### src/rtl/trim_cal_pkg.sv
package trim_cal_pkg;

    // Direction requested of the trim stepper in a given cycle.
    typedef enum logic [1:0] {
        NUDGE_HOLD = 2'd0,
        NUDGE_UP   = 2'd1,
        NUDGE_DOWN = 2'd2
    } nudge_e;

    // An out-of-band measurement wins over serial hints; hints that
    // contradict each other cancel out.
    function automatic nudge_e pick_nudge(input logic meas_fast,
                                          input logic meas_slow,
                                          input logic frame_hint,
                                          input logic data_hint);
        if (meas_fast)                 return NUDGE_DOWN;
        if (meas_slow)                 return NUDGE_UP;
        if (frame_hint && !data_hint)  return NUDGE_DOWN;
        if (data_hint && !frame_hint)  return NUDGE_UP;
        return NUDGE_HOLD;
    endfunction

endpackage

### src/rtl/trim_period_meter.sv
module trim_period_meter #(
    parameter int CNT_W = 16
) (
    input  logic             clk,
    input  logic             rst,
    input  logic             ref_evt,
    output logic             meas_valid,
    output logic [CNT_W-1:0] meas_period
);
    logic [CNT_W-1:0] free_cnt;
    logic [CNT_W-1:0] held_cnt;
    logic             evt_q;
    logic             armed;
    logic             evt_edge;

    assign evt_edge = ref_evt & ~evt_q;

    always_ff @(posedge clk) begin
        if (rst) begin
            free_cnt    <= '0;
            held_cnt    <= '0;
            evt_q       <= 1'b0;
            armed       <= 1'b0;
            meas_valid  <= 1'b0;
            meas_period <= '0;
        end else begin
            free_cnt   <= free_cnt + 1'b1;
            evt_q      <= ref_evt;
            meas_valid <= 1'b0;
            if (evt_edge) begin
                held_cnt <= free_cnt;
                armed    <= 1'b1;
                if (armed) begin
                    meas_valid  <= 1'b1;
                    // modulo subtraction handles counter wrap
                    meas_period <= free_cnt - held_cnt;
                end
            end
        end
    end


    meas_follows_edge_chk: assert property (@(posedge clk) disable iff (rst)
        meas_valid |-> ($past(ref_evt) && armed));


    first_edge_silent_chk: assert property (@(posedge clk) disable iff (rst)
        $rose(armed) |-> !meas_valid);

endmodule

### src/rtl/trim_verdict.sv
module trim_verdict
    import trim_cal_pkg::*;
#(
    parameter int CNT_W = 16
) (
    input  logic             meas_valid,
    input  logic [CNT_W-1:0] meas_period,
    input  logic [CNT_W-1:0] expected_cnt,
    input  logic [CNT_W-1:0] tolerance,
    input  logic             frame_err,
    input  logic             data_err,
    output nudge_e           nudge
);
    localparam int EXT_W = CNT_W + 1;

    logic [EXT_W-1:0] period_x;
    logic [EXT_W-1:0] upper_x;
    logic [EXT_W-1:0] period_plus_tol;
    logic             too_fast;
    logic             too_slow;

    // One extra bit keeps expected+tol and period+tol from overflowing.
    assign period_x        = {1'b0, meas_period};
    assign upper_x         = {1'b0, expected_cnt} + {1'b0, tolerance};
    assign period_plus_tol = period_x + {1'b0, tolerance};

    assign too_fast = meas_valid && (period_x > upper_x);
    assign too_slow = meas_valid && (period_plus_tol < {1'b0, expected_cnt});

    assign nudge = pick_nudge(too_fast, too_slow, frame_err, data_err);

endmodule

### src/rtl/trim_stepper.sv
module trim_stepper
    import trim_cal_pkg::*;
#(
    parameter int TRIM_W   = 5,
    parameter int SETTLE_W = 16
) (
    input  logic                clk,
    input  logic                rst,
    input  nudge_e              nudge,
    input  logic [SETTLE_W-1:0] settle_cycles,
    output logic [TRIM_W-1:0]   trim_code
);
    localparam logic [TRIM_W-1:0] TRIM_MAX = {1'b0, {(TRIM_W-1){1'b1}}};
    localparam logic [TRIM_W-1:0] TRIM_MIN = {1'b1, {(TRIM_W-1){1'b0}}};
    localparam logic [TRIM_W-1:0] ONE_UP   = TRIM_W'(1);
    localparam logic [TRIM_W-1:0] ONE_DOWN = {TRIM_W{1'b1}};

    logic [TRIM_W-1:0]   trim_q;
    logic [SETTLE_W-1:0] settle_q;
    logic                can_up;
    logic                can_down;

    assign can_up    = (nudge == NUDGE_UP)   && (trim_q != TRIM_MAX);
    assign can_down  = (nudge == NUDGE_DOWN) && (trim_q != TRIM_MIN);
    assign trim_code = trim_q;

    always_ff @(posedge clk) begin
        if (rst) begin
            trim_q   <= '0;
            settle_q <= '0;
        end else if (settle_q != '0) begin
            settle_q <= settle_q - 1'b1;
        end else if (can_up) begin
            trim_q   <= trim_q + 1'b1;
            settle_q <= settle_cycles;
        end else if (can_down) begin
            trim_q   <= trim_q - 1'b1;
            settle_q <= settle_cycles;
        end
    end


    no_wrap_high_chk: assert property (@(posedge clk) disable iff (rst)
        ($past(trim_q) == TRIM_MAX) |-> (trim_q != TRIM_MIN));


    no_wrap_low_chk: assert property (@(posedge clk) disable iff (rst)
        ($past(trim_q) == TRIM_MIN) |-> (trim_q != TRIM_MAX));


    settle_hold_chk: assert property (@(posedge clk) disable iff (rst)
        (settle_q != '0) |=> $stable(trim_q));


    single_step_chk: assert property (@(posedge clk) disable iff (rst)
        (trim_q != $past(trim_q)) |->
            ((TRIM_W'(trim_q - $past(trim_q)) == ONE_UP) ||
             (TRIM_W'(trim_q - $past(trim_q)) == ONE_DOWN)));

endmodule

### src/rtl/osc_trim_cal.sv
module osc_trim_cal
    import trim_cal_pkg::*;
#(
    parameter int CNT_W    = 16,
    parameter int TRIM_W   = 5,
    parameter int SETTLE_W = 16
) (
    input  logic                clk,
    input  logic                rst,
    input  logic                ref_evt,
    input  logic                frame_err,
    input  logic                data_err,
    input  logic [CNT_W-1:0]    expected_cnt,
    input  logic [CNT_W-1:0]    tolerance,
    input  logic [SETTLE_W-1:0] settle_cycles,
    output logic [TRIM_W-1:0]   trim_code,
    output logic                meas_valid,
    output logic [CNT_W-1:0]    meas_period
);
    nudge_e nudge;

    trim_period_meter #(.CNT_W(CNT_W)) u_meter (
        .clk         (clk),
        .rst         (rst),
        .ref_evt     (ref_evt),
        .meas_valid  (meas_valid),
        .meas_period (meas_period)
    );

    trim_verdict #(.CNT_W(CNT_W)) u_verdict (
        .meas_valid   (meas_valid),
        .meas_period  (meas_period),
        .expected_cnt (expected_cnt),
        .tolerance    (tolerance),
        .frame_err    (frame_err),
        .data_err     (data_err),
        .nudge        (nudge)
    );

    trim_stepper #(.TRIM_W(TRIM_W), .SETTLE_W(SETTLE_W)) u_stepper (
        .clk           (clk),
        .rst           (rst),
        .nudge         (nudge),
        .settle_cycles (settle_cycles),
        .trim_code     (trim_code)
    );


    inband_hold_chk: assert property (@(posedge clk) disable iff (rst)
        (meas_valid && !frame_err && !data_err && meas_period == expected_cnt)
            |=> $stable(trim_code));

endmodule

### config.mk
export PLATFORM = sky130hd
export DESIGN_NAME = osc_trim_cal
export DESIGN_NICKNAME = d
export VERILOG_FILES = /design/src/rtl/trim_cal_pkg.sv /design/src/rtl/trim_period_meter.sv /design/src/rtl/trim_verdict.sv /design/src/rtl/trim_stepper.sv /design/src/rtl/osc_trim_cal.sv
export SDC_FILE = /design/constraint.sdc
export NUM_CORES = 1
export LEC_CHECK = 0
export ABC_AREA = 1
export BUFFER_PORTS_ARGS = -buffer_cell sky130_fd_sc_hd__buf_2
export CAP_MARGIN = 15
export CORE_UTILIZATION = 60
export DETAILED_ROUTE_END_ITERATION = 16
export GPL_ROUTABILITY_DRIVEN = 0
export PLACE_DENSITY = 0.85
export SLEW_MARGIN = 20
export SYNTH_ARGS = -nofsm -noshare
export SYNTH_HDL_FRONTEND = slang
export SYNTH_SLANG_ARGS = --single-unit
### constraint.sdc
create_clock -name clk -period 4.8 [get_ports clk]
set_input_delay 0.72 -clock clk [delete_from_list [all_inputs] [get_ports clk]]
set_output_delay 0.72 -clock clk [all_outputs]
set_load 0.02 [all_outputs]
Word-level counts from Yosys, hierarchy flattened
Cells that the tools add are included.
{"block": "word_totals", "reg_bits": 72, "inputBits": 53, "out_inout_bits": 22}
{"block": "classes", "muxes": 24, "n_bitwise": 4, "reduce_logical": 14, "n_lt_le_gt_ge": 2, "addsub": 7, "n_eq_ne": 4}
{"op": "two-way mux 16 bit", "n": 3}
{"op": "adder 16 x 16 -> 17 bit", "n": 2}
{"op": "> comparator 16 x 17 -> 1 bit", "n": 1}
{"op": "< comparator 17 x 16 -> 1 bit", "n": 1}
{"op": "adder 16 x 1 -> 16 bit (second input constant)", "n": 1}
{"op": "two-way mux 2 bit", "n": 8}
{"op": "nonzero test 16 bit", "n": 1}
{"op": "subtractor 16 x 1 -> 16 bit (second input constant)", "n": 1}
{"op": "subtractor 16 bit", "n": 1}
{"op": "two-way mux 1 bit", "n": 11}
{"op": "two-way mux 5 bit", "n": 2}
{"op": "logical AND 1 bit", "n": 6}
{"op": "adder 5 x 1 -> 5 bit (second input constant)", "n": 1}
{"op": "!= test 5 x 4 -> 1 bit (second input constant)", "n": 1}
{"op": "!= test 5 bit (second input constant)", "n": 1}
{"op": "subtractor 5 x 1 -> 5 bit (second input constant)", "n": 1}
{"op": "AND reduction 2 bit", "n": 2}
{"op": "inverter 1 bit", "n": 3}
{"op": "nonzero test 3 bit", "n": 1}
{"op": "equality test 2 x 1 -> 1 bit (second input constant)", "n": 1}
{"op": "equality test 2 bit (second input constant)", "n": 1}
{"op": "logical NOT 1 bit", "n": 2}
{"op": "nonzero test 2 bit", "n": 1}
{"op": "OR reduction 2 bit", "n": 1}
{"op": "bitwise AND 1 bit", "n": 1}

Logic depth before layout (Yosys ltp)
{"block": "depth", "ltp_word": 19, "ltp_mapped": 32, "depth_no_buf": 32}

Cells and area by module
A second synthesis with hierarchy kept.
{"block": "hier_totals", "hier_cells": 1039, "area_unflattened_um2": 7010.5}
{"module": "trim_period_meter", "n_inst": 1, "area_each_um2": 2979.1, "cells_per_inst": 444}
{"module": "trim_verdict", "n_inst": 1, "area_each_um2": 2275.9, "cells_per_inst": 346}
{"module": "trim_stepper", "n_inst": 1, "area_each_um2": 1755.4, "cells_per_inst": 249}

Least setup slack after synthesis
No wires, ideal clock.
{"block": "synth_path", "path_type": "input port to flip-flop", "startpoint": "in expected_cnt[2]", "endpoint": "reg u_stepper.trim_q[4], in the netlist u_stepper.trim_code[4]", "setup_time_ns": 0.115, "t_arrival_ns": 4.233, "t_required_ns": 4.685, "path_stages": 30, "path_buffers": 0, "setup_slack_ns": 0.451, "path_cell_list": "ha_1 -> a21oi_1 -> nand2_1 -> nand2_1 -> a21oi_1 -> a31oi_1 -> o21ai_1 -> a21boi_0 -> xor2_1 -> ha_1 -> nand2_1 -> nor2_1 -> nand2_1 -> nor2_1 -> nor2_1 -> nand3_1 -> nand2_1 -> nand2_1 -> nand2_1 -> nand2_1 -> nand2_2 -> nand3_4 -> ha_1 -> a21o_1 -> a31oi_1 -> inv_1 -> nand4_1 -> nand2_1 -> a21oi_1 -> nor2_1"}
{"block": "synth_between", "elab_chain_len": 13, "elab_cells_between_ends": 22}
{"element": "start: declaration", "line_no": "osc_trim_cal.sv:13", "text": "input logic [CNT_W-1:0] expected_cnt,"}
{"element": "parallel branches: the longest is 8 deep, another holds adder 16 x 16 -> 17 bit"}
{"element": "two-way mux 2 bit *", "line_no": "trim_cal_pkg.sv:17", "text": "if (meas_slow) return NUDGE_UP;"}
{"element": "equality test 2 bit / equality test 2 x 1 -> 1 bit (equally long branches)", "line_no": "trim_stepper.sv:24, trim_stepper.sv:23"}
{"element": "logical AND 1 bit, on equally long branches", "line_no": "trim_stepper.sv:24, trim_stepper.sv:23"}
{"element": "nonzero test 2 bit (no source line)"}
{"element": "AND reduction 2 bit (no source line)"}
{"element": "end signal: assignment", "line_no": "trim_stepper.sv:34", "text": "trim_q <= trim_q + 1'b1;"}
{"element": "end signal: assignment", "line_no": "trim_stepper.sv:37", "text": "trim_q <= trim_q - 1'b1;"}
{"element": "end: declaration", "line_no": "trim_stepper.sv:18", "text": "logic [TRIM_W-1:0] trim_q;"}
Mark *: on every way between the ends. The select of a mux whose other input is x is not followed.
A chain may end at the register's enable or synchronous reset.

Worst setup path after layout
{"block": "layout_path", "startpoint": "in tolerance[2]", "endpoint": "reg u_stepper.trim_q[4], in the netlist u_stepper.trim_code[4]"}
{"block": "layout_between", "elab_chain_len": 14, "elab_cells_between_ends": 23}
{"element": "start: declaration", "line_no": "osc_trim_cal.sv:14", "text": "input logic [CNT_W-1:0] tolerance,"}
{"element": "adder 16 x 16 -> 17 bit", "line_no": "trim_verdict.sv:25", "text": "assign period_plus_tol = period_x + {1'b0, tolerance};"}
{"element": "< comparator 17 x 16 -> 1 bit", "line_no": "trim_verdict.sv:28", "text": "assign too_slow = meas_valid && (period_plus_tol < {1'b0, expected_cnt});"}
{"element": "logical AND 1 bit", "line_no": "trim_verdict.sv:28"}
{"element": "two-way mux 2 bit", "line_no": "trim_cal_pkg.sv:17"}
{"element": "two-way mux 2 bit", "line_no": "trim_cal_pkg.sv:18", "text": "if (frame_hint && !data_hint) return NUDGE_DOWN;"}
{"element": "two-way mux 2 bit", "line_no": "trim_cal_pkg.sv:19", "text": "if (data_hint && !frame_hint) return NUDGE_UP;"}
{"element": "two-way mux 2 bit", "line_no": "trim_cal_pkg.sv:20", "text": "return NUDGE_HOLD;"}
{"element": "two-way mux 2 bit", "line_no": "trim_cal_pkg.sv:19"}
{"element": "two-way mux 2 bit", "line_no": "trim_cal_pkg.sv:18"}
{"element": "two-way mux 2 bit *", "line_no": "trim_cal_pkg.sv:17"}
{"element": "equality test 2 bit / equality test 2 x 1 -> 1 bit (equally long branches)", "line_no": "trim_stepper.sv:24, trim_stepper.sv:23"}
{"element": "logical AND 1 bit, on equally long branches", "line_no": "trim_stepper.sv:24, trim_stepper.sv:23"}
{"element": "nonzero test 2 bit (no source line)"}
{"element": "AND reduction 2 bit (no source line)"}
Every way passes the cells marked *; elsewhere a longest branch is shown, timed or not. The select of a mux whose other input is x is not followed.

==> impl_metrics.py <==
metrics = {
    "logic_synthesis": {
        "yosysWarningCount": 0,
        "ys_ff_latch": 72,
        "netlist_area_um2": 6040,
        "yosysMostFrequentCell": "nand2_1",
        "syn_avg_cell_area_um2": 6.99,
        "synth_cell_types": 44,
        "synth_top_flop_cell": "dfxtp_1",
        "synth_top_area_frac": 0.238,
        "synth_edf_count": 0,
        "netlist_instances": 865,
        "async_flop_share": 0,
        "seq_area_frac_synth": 0.238,
        "ys_top_cells_by_area": "dfxtp_1, ha_1, nand2_1, inv_1, a21oi_1",
        "yosys.area.top_type": "dfxtp_1",
        "synth_common_cells": "nand2_1, inv_1, a21oi_1",
        "synth_fp_nets": 1006,
    },
    "hold_path": {
        "hp-class": "reg -> reg",
    },
    "critical_path": {
        "cp-end-kind": "flop",
        "crit_arrival_ns": 4.64,
        "crit_fanout": 8,
        "cp-start-kind": "input pin",
        "criticalPathCategory": "in -> reg",
        "required_ns": 5.07,
    },
    "global_routing": {
        "antenna_found_initial": 0,
        "grt_pass1_wl_um": 20900,
        "grt-ovfl-total": 0,
        "grt_max_degree": 48,
        "grt_util_all_layers": 0.250,
        "grt_pass1_vias": 5146,
    },
    "sta": {
        "fin_ws_ns": 0.430,
        "fmax_ghz": 0.229,
        "hold_violations": 0,
        "finClkSkew_ns": 0.0135,
        "rsz0062_at_grt": "no",
        "whs_ns": 0.464,
        "finalCritPeriodShare": 0.910,
        "worst_pin_slew_ns": 0.652,
        "timing.slew.headroom": 0.564,
        "period_needed_ns": 4.37,
        "finalMaxSlewViolations": 0,
        "tns_ns": 0,
        "finalSetupViolations": 0,
    },
    "place": {
        "dp_hpwl_um": 10000,
        "placedCellCount": 1060,
        "port_buffers": 74,
        "place_ws_ns": -0.000823,
    },
    "routing": {
        "dr_total_vias": 5648,
        "dr.pass1.iters": 4,
        "drc": 0,
        "wl_um": 12500,
        "drt.antenna.violating_nets": 0,
        "drt-initial-drc-count": 216,
        "wl_per_cell_um": 11.6,
        "vias_per_cell": 5.25,
    },
    "power_and_ir_drop": {
        "worst_ir_drop_vdd_mv": 0.362,
        "total_power_w": 0.00230,
        "power.density_nw_per_um2": 340,
        "combPwrFrac": 0.416,
        "p_leak_nw": 3.50,
        "power.switching_w": 0.000885,
        "seq_power_share": 0.323,
        "clkPwrFrac": 0.260,
        "intPower_w": 0.00142,
        "swShare": 0.384,
    },
    "cells_and_area": {
        "fin_cells": 1076,
        "final_layout_size_suffix_gt1_frac": 0.126,
        "finalNetCount": 1079,
        "antennaDiodeCount": 0,
        "area_growth_pct": 12.1,
    },
    "die": {
        "rows": 36,
        "initial_core_util": 0.618,
        "pin_count": 75,
        "die_h_um": 102,
        "fp.coreArea_um2": 9770,
        "dieArea_um2": 10500,
        "die_w_um": 102,
    },
    "clock_tree": {
        "cts.sinks": 72,
        "clk_latency_ns": 0.37,
        "clkTransAtPathRegs_ns": 0.08,
        "cts_buffers": 9,
        "clockBufferDepth": 2,
        "hold_buffers": 0,
        "cts_root_buf": "clkbuf_8",
        "cts_tree": "done",
        "htree_levels": 3,
    },
    "outcome": {
        "status": "complete, no violations",
    },
    "run": {
        "drv_cap": 0,
    },
}
-- state kept, by name, indices dropped and copies added, names as in the netlist --
signal and cells:
u_meter.held_cnt 16, u_meter.armed 1, u_stepper.trim_code 5, u_meter.meas_valid 1
u_meter.free_cnt 16, u_meter.evt_q 1, u_stepper.settle_q 16, u_meter.meas_period 16
-- power by group through the flow --
stage | Sequential [W] | Clock (W) | Combinational [W]
2_1_floorplan | 0.000763 | 0 | 0.000747
3_3_place_gp | 0.000755 | 0 | 0.000927
3_5_place_dp | 0.000757 | 0 | 0.000952
4_1_cts | 0.000744 | 0.000607 | 0.000960
5_1_grt | 0.000757 | 0.000636 | 0.00111
6_report | 0.000745 | 0.000599 | 0.000959
-- final cells by class --
| type | instances | area [µm²] |
|---|---|---|
| Inverter | 131 | 492 |
| Fill cell | 855 | 3000 |
| Tap cell | 133 | 166 |
| Clock buffer | 10 | 138 |
| Sequential cell | 72 | 1440 |
| Clock inverter | 6 | 115 |
| Timing Repair Buffer | 77 | 393 |
| Multi-Input combinational cell | 647 | 4030 |
-- per-stage QoR --
stage / util / cell area (µm²)
floorplan: - / 6040
global placement: 0.666 / 6510
detailed placement: 0.666 / 6510
CTS: 0.692 / 6770
global route: 0.693 / 6770
finish: 0.693 / 6770
-- layer usage --
layer / share of wire / track usage / routed length [µm] / up-vias
met5: 0 / 0 / 0 / -
met4: 0.017 / 0.0989 / 208 / 0
met3: 0.036 / 0.0383 / 451 / 18
met2: 0.48 / 0.456 / 5970 / 94
met1: 0.47 / 0.290 / 5880 / 2504
li1: - / - / - / 3032
-- cells by family after synthesis --
group           synth area share
simple gates               0.214
compound gates             0.193
buf+inv                   0.0963
fa+ha+maj                  0.187
flops                      0.238
xor+xnor                  0.0710
-- path summary, 6_finish.rpt --
kind	start	endpoint	slack, ns	cells past startpoint
min reg2reg	u_meter.armed	u_meter.armed	0.46	2
max reg2reg	u_meter.meas_period[0]	u_stepper.trim_code[4]	0.57	26
max	tolerance[2]	u_stepper.trim_code[4]	0.43	27
min	u_meter.armed	u_meter.armed	0.46	2
-- timing repair --
| item | in CTS | in global routing |
|---|---|---|
| hold endpoints to repair | 0 | 0 |
| endpoints found under the setup margin | 0 | 1 |
| resized for setup | 0 | 3 |
| buffers inserted | 0 | 0 |
-- critical path, cell delays in order --
cell       delay, ns
buf_2           0.11
ha_1            0.36
nand3_1         0.12
nand2_1         0.08
nand2_1         0.06
a21oi_1         0.22
a31oi_1         0.15
o21ai_1         0.24
a21boi_2        0.10
o21ai_1         0.20
xor2_1          0.20
ha_1            0.26
nand2_1         0.08
nor2_1          0.05
nand3_1         0.07
o2111ai_1       0.10
a21oi_1         0.16
nand2_2         0.10
nand3_4         0.15
ha_1            0.29
a21o_1          0.19
a31oi_1         0.19
inv_1           0.07
nand4_1         0.09
nand2_1         0.07
a21oi_1         0.15
nor2_1          0.06
-- cells in the final DEF (no fill, tap or decap), types with 3 or more instances in the layout --
cell	synthesis	routed
ha_1	84	84
nand4_1	7	7
buf_2	1	74
o31ai_1	4	4
a21oi_1	93	92
nand2_1	154	154
a31oi_1	8	8
buf_4	1	3
dfxtp_1	72	72
o21ai_2	3	3
nand3_1	32	32
fa_1	4	4
inv_1	128	127
o21ai_0	59	59
a21oi_2	6	7
o21bai_1	6	6
xor2_1	36	36
a21o_1	6	6
nor3_1	17	17
a211oi_1	3	3
clkbuf_8	0	10
o21ai_1	4	4
nand3b_1	4	4
o21a_1	6	6
nor2_1	75	75
o211ai_1	4	4
nand2_2	6	6
xnor2_1	13	13
bufinv_16	0	3
No activity file was read; power rests on OpenSTA's default activity.
